===== config.mk =====
export PLATFORM = sky130hd
export DESIGN_NAME = scanline_irq_counter
export DESIGN_NICKNAME = d
export VERILOG_FILES = /design/src/rtl/scirq_pkg.sv /design/src/rtl/scirq_decode.sv /design/src/rtl/scirq_count.sv /design/src/rtl/scirq_ctrl.sv /design/src/rtl/scanline_irq_counter.sv
export SDC_FILE = /design/constraint.sdc
export NUM_CORES = 1
export LEC_CHECK = 0
export CAP_MARGIN = 20
export CORE_MARGIN = 2
export CORE_UTILIZATION = 30
export CTS_CLUSTER_SIZE = 20
export DETAILED_ROUTE_END_ITERATION = 6
export GPL_TIMING_DRIVEN = 0
export PLACE_DENSITY = 0.78
export RECOVER_POWER = 100
export SETUP_SLACK_MARGIN = 0.02
export SKIP_LAST_GASP = 1
export SYNTH_ARGS = -nofsm -noshare
export SYNTH_HDL_FRONTEND = slang
export SYNTH_SLANG_ARGS = --single-unit

===== constraint.sdc =====
create_clock -name clk -period 2.5 [get_ports clk]
set_clock_uncertainty 0.2 [all_clocks]
set_input_delay 0.5 -clock clk [delete_from_list [all_inputs] [get_ports clk]]
set_output_delay 0.5 -clock clk [all_outputs]
set_load 0.01 [all_outputs]

===== src/rtl/scirq_pkg.sv =====
package scirq_pkg;
    typedef enum logic [0:0] {
        ST_IDLE  = 1'b0,
        ST_ARMED = 1'b1
    } arm_state_t;
endpackage


===== src/rtl/scirq_decode.sv =====
module scirq_decode #(
    parameter int          ADDR_W    = 16,
    parameter logic [15:0] LOAD_ADDR = 16'hC000,
    parameter logic [15:0] ARM_ADDR  = 16'hC001
) (
    input  logic              wr_en,
    input  logic [ADDR_W-1:0] wr_addr,
    output logic              load_hit,
    output logic              arm_hit,
    output logic              any_wr
);
    // Writes to other addresses are still writes: they block a same-cycle pulse.
    always_comb begin
        load_hit = wr_en && (wr_addr == LOAD_ADDR[ADDR_W-1:0]);
        arm_hit  = wr_en && (wr_addr == ARM_ADDR[ADDR_W-1:0]);
        any_wr   = wr_en;
    end
endmodule


===== src/rtl/scirq_count.sv =====
module scirq_count #(
    parameter int CNT_W = 8
) (
    input  logic             clk,
    input  logic             rst_n,
    input  logic             load_hit,
    input  logic [CNT_W-1:0] load_val,
    input  logic             step,
    output logic [CNT_W-1:0] count_q,
    output logic             at_top
);
    localparam logic [CNT_W-1:0] TOP = {CNT_W{1'b1}};

    always_ff @(posedge clk) begin
        if (!rst_n)        count_q <= '0;
        else if (load_hit) count_q <= load_val;
        else if (step)     count_q <= count_q + 1'b1;
    end

    assign at_top = (count_q == TOP);
endmodule


===== src/rtl/scirq_ctrl.sv =====
module scirq_ctrl
    import scirq_pkg::*;
(
    input  logic       clk,
    input  logic       rst_n,
    input  logic       arm_hit,
    input  logic       arm_bit,
    input  logic       line_ok,
    input  logic       at_top,
    input  logic       irq_ack,
    output arm_state_t state_q,
    output logic       step,
    output logic       irq_q
);
    arm_state_t state_d;
    logic       fire;

    // Next-state process
    always_comb begin
        state_d = state_q;
        step    = 1'b0;
        fire    = 1'b0;
        unique case (state_q)
            ST_IDLE: begin
                if (arm_hit && arm_bit) state_d = ST_ARMED;      // arm
            end
            ST_ARMED: begin
                if (arm_hit && !arm_bit) state_d = ST_IDLE;      // disarm
                else if (line_ok && at_top) begin                 // fire
                    fire    = 1'b1;
                    state_d = ST_IDLE;
                end else if (line_ok) step = 1'b1;               // step
            end
            default: state_d = ST_IDLE;
        endcase
    end

    // State register
    always_ff @(posedge clk) begin
        if (!rst_n) state_q <= ST_IDLE;
        else        state_q <= state_d;
    end

    // Output register: sticky request, fire wins over acknowledge
    always_ff @(posedge clk) begin
        if (!rst_n)       irq_q <= 1'b0;
        else if (fire)    irq_q <= 1'b1;
        else if (irq_ack) irq_q <= 1'b0;
    end
endmodule


===== src/rtl/scanline_irq_counter.sv =====
module scanline_irq_counter
    import scirq_pkg::*;
#(
    parameter int          ADDR_W    = 16,
    parameter int          CNT_W     = 8,
    parameter int          LINE_W    = 9,
    parameter int          LAST_LINE = 239,
    parameter logic [15:0] LOAD_ADDR = 16'hC000,
    parameter logic [15:0] ARM_ADDR  = 16'hC001
) (
    input  logic              clk,
    input  logic              rst_n,
    input  logic              wr_en,
    input  logic [ADDR_W-1:0] wr_addr,
    input  logic [CNT_W-1:0]  wr_data,
    input  logic              line_pulse,
    input  logic [LINE_W-1:0] line_num,
    input  logic              render_on,
    input  logic              irq_ack,
    output logic              irq
);
    localparam logic [LINE_W-1:0] LAST_L = LINE_W'(LAST_LINE);

    logic             load_hit, arm_hit, any_wr;
    logic             line_ok, step, at_top, irq_q;
    logic [CNT_W-1:0] count_q;
    arm_state_t       state_q;

    scirq_decode #(.ADDR_W(ADDR_W), .LOAD_ADDR(LOAD_ADDR), .ARM_ADDR(ARM_ADDR)) u_dec (
        .wr_en(wr_en), .wr_addr(wr_addr),
        .load_hit(load_hit), .arm_hit(arm_hit), .any_wr(any_wr)
    );

    // A pulse qualifies on visible lines with rendering on and no write this cycle.
    assign line_ok = line_pulse && (line_num <= LAST_L) && render_on && !any_wr;

    scirq_count #(.CNT_W(CNT_W)) u_cnt (
        .clk(clk), .rst_n(rst_n), .load_hit(load_hit), .load_val(wr_data),
        .step(step), .count_q(count_q), .at_top(at_top)
    );

    scirq_ctrl u_ctrl (
        .clk(clk), .rst_n(rst_n), .arm_hit(arm_hit), .arm_bit(wr_data[0]),
        .line_ok(line_ok), .at_top(at_top), .irq_ack(irq_ack),
        .state_q(state_q), .step(step), .irq_q(irq_q)
    );

    assign irq = irq_q;
endmodule


==> results.json <==
{
  "syn2layout_area_growth_pct": 64.93,
  "dr.pass1.iters": 4,
  "path_clk_slew_ns": 0.07,
  "internal_power_uw": 298.5,
  "cts.sinks": 10,
  "post_cts_resized": 0,
  "diodes": 0,
  "hold_viol": 0,
  "synthSimpleGateAreaFrac": 0.3661,
  "instances_no_fill": 147,
  "grt_start_max_net_pins": 11,
  "critPathCaptureType": "register",
  "drt_iter0_drc": 15,
  "drt-vias-per-instance": 5.129,
  "status": "finished, final reports clean",
  "syn-num-nets": 121,
  "finalHoldWorstSlack_ns": 0.3700,
  "htreeDepth": 1,
  "ios": 40,
  "final_common_cell": "clkdlybuf4s50_1",
  "synth_compound_area_frac": 0.2119,
  "cts_buffer_depth": 2,
  "dieHeight_um": 50.53,
  "numCtsBuffers": 3,
  "grt-ovfl-total": 0,
  "r2r_cells": 6,
  "start_kind": "primary input",
  "cp_max_fo": 5,
  "yosys_warnings": 0,
  "fp-row-count": 16,
  "vdd_drop_max_mv": 0.2082,
  "routedWlPerCell_um": 12.20,
  "core_um2": 2002,
  "criticalPathCategory": "primary input to register",
  "cp_num_cells": 6,
  "dieArea_um2": 2553,
  "start_util": 0.3244,
  "multi_input_area_um2": 439.2,
  "synth-seq-cells": 10,
  "critical_path.cell_chain": "clkdlybuf4s50_1, or3b_4, or4_1, nor2b_1, a211o_1, a21boi_1",
  "p_clk_frac": 0.405,
  "drc": 0,
  "holdBufCountCts": 0,
  "leakage_uw": 0.0003478,
  "final_cell_area_um2": 1071,
  "postPlaceCellArea_um2": 1033,
  "avgSynthCellArea_um2": 8.017,
  "cp_num_buf_inv": 1,
  "fillers": 188,
  "io_buffers": 35,
  "synth_top_family_by_area": "simple AND/OR/NAND/NOR gates",
  "grt_pass1_vias": 688,
  "grt_util_all_layers": 0.1480,
  "switchingPower_uw": 75.97,
  "slowest_stage": "or4_1",
  "dp_hpwl_mm": 1.422,
  "timing.final.crit_share": 0.9613,
  "p_comb_frac": 0.170,
  "clk_latency_ns": 0.28,
  "dp_slack_ns": -0.2447,
  "timing.fmax_ghz": 0.4161,
  "seqPwrFrac": 0.425,
  "final_layout_size_suffix_gt1_frac": 0.08333,
  "whs_path_depth": 2,
  "synth_fa_ha_area_frac": 0.01927,
  "cap_violations": 0,
  "finalSetupTns_ns": 0,
  "ys_types": 34,
  "worstPathArrival_ns": 2.41,
  "place_congestion": 0.8814,
  "final-setup-viol-count": 0,
  "routed_wl_mm": 1.793,
  "critPathMaxStageDelay_ns": 0.55,
  "cts_setup_buffers": 0,
  "nets": 161,
  "antenna_found_initial": 0,
  "regArea_um2": 200.2,
  "die_x_um": 50.53,
  "switching_share": 0.2029,
  "synthesis.area_um2": 649.4,
  "ant_nets": 0,
  "tightest_slew_ns": 0.5999,
  "worst_ep_required_time_ns": 2.51,
  "hold_path.class": "register to register",
  "worst_slack_ns": 0.09684,
  "synthXorXnorAreaFrac": 0.01349,
  "via_count": 754,
  "crit_family": "simple AND/OR/NAND/NOR gates",
  "ys_seq_area_frac": 0.3083,
  "clockRootBuffer": "clkbuf_4",
  "mostFrequentLayoutCells": "clkdlybuf4s50_1 (34), nand2_1 (12), dfxtp_1 (10)",
  "dp.cells": 143,
  "cts_tree": "done",
  "grt_first_pass_wirelength_mm": 2.877,
  "power_density_nw_per_um2": 349.6,
  "synth_mux_area_frac": 0.06358,
  "rsz0062_at_grt": "false",
  "max-slew-margin-rel": 0.5986,
  "fin_crit_ns": 2.403,
  "drv_slew": 0,
  "netlist_instances": 81
}
-- routing by layer --
| metal | GRT usage | share of wire | up-vias |
|---|---|---|---|
| li1 | - | - | 386 |
| met1 | 0.1670 | 0.43 | 331 |
| met2 | 0.2434 | 0.44 | 35 |
| met3 | 0.05060 | 0.11 | 2 |
| met4 | 0.08108 | 0.017 | 0 |
| met5 | 0 | 0 | - |
-- path summary, 6_finish.rpt --
path | start | to | slack, ns
worst max-delay path | line_pulse | u_cnt.count_q[3] | 0.1
worst min-delay path | u_ctrl.state_q | u_ctrl.state_q | 0.37
worst max register to register | u_cnt.count_q[0] | u_cnt.count_q[0] | 0.61
worst min register to register | u_ctrl.state_q | u_ctrl.state_q | 0.37
-- cells in the mapped netlist --
cell type	number	area, um2
and4b_2	1	11.26
or3_1	1	6.260
mux2i_1	3	30.03
o31a_1	1	8.760
o211ai_1	1	7.510
a211o_1	3	26.28
or3b_4	1	11.26
mux2_2	1	11.26
and2_1	1	6.260
or4_1	1	7.510
nor3_1	1	5.000
a31oi_1	1	6.260
a21boi_2	1	11.26
nand2b_1	1	6.260
a21oi_1	4	20.02
xnor2_1	1	8.760
or3_4	1	11.26
nor2_1	4	15.01
inv_1	2	7.510
nor4_1	6	37.54
o21a_1	1	7.510
dfxtp_1	10	200.2
o21ai_0	4	20.02
nor3b_1	1	7.510
ha_1	1	12.51
clkbuf_1	1	3.750
a21boi_1	2	15.01
nand2_1	12	45.04
nand3b_1	1	7.510
nor2b_1	2	12.51
nand3_1	5	25.02
nand4_1	2	12.51
a21boi_0	2	15.01
and4_2	1	10.01
-- kinds of logic after synthesis --
group | Yosys count
adders and majority gates | 1
DFF | 10
xor gates and xnor gates | 1
and+or+nand+nor | 42
muxes | 4
buffers and inverters | 3
AOI/OAI and AO/OA | 20
-- power by group through the flow --
| stage | sequential [uW] | combinational (uW) | clock, uW |
|---|---|---|---|
| final | 159 | 63.6 | 152 |
| after CTS | 159 | 64.1 | 157 |
| after floorplan | 163 | 8.22 | 0 |
| after detailed placement | 163 | 63.7 | 0 |
| after global placement | 163 | 62.6 | 0 |
| after global routing | 159 | 68.2 | 166 |
-- state kept, by name, summed over array words and instances (netlist names) --
| signal | flops |
|---|---|
| u_cnt.count_q | 8 |
| u_ctrl.irq_q | 1 |
| u_ctrl.state_q | 1 |
-- metrics by stage --
step	total power, uW	utilization
global route	393.6	0.5350
global placement	225.4	0.5163
finish	374.4	0.5350
CTS	380.4	0.5344
floorplan	171.1	-
detailed placement	226.6	0.5163
-- cell type report --
cell class              count  share of cell area
inverters                   2            0.007009
well taps                  27             0.03154
plain buffers               1            0.003505
multi-input cells          68              0.4100
flip-flops and latches     10              0.1869
clock buffers               4             0.03388
repair buffers             35              0.3271
-- tightest hold or removal path, stage by stage (launching register included) --
cell     delay (ns)
dfxtp_1        0.33
mux2i_1        0.13
nor3b_1        0.06
Power figures use the tool's default switching activity.
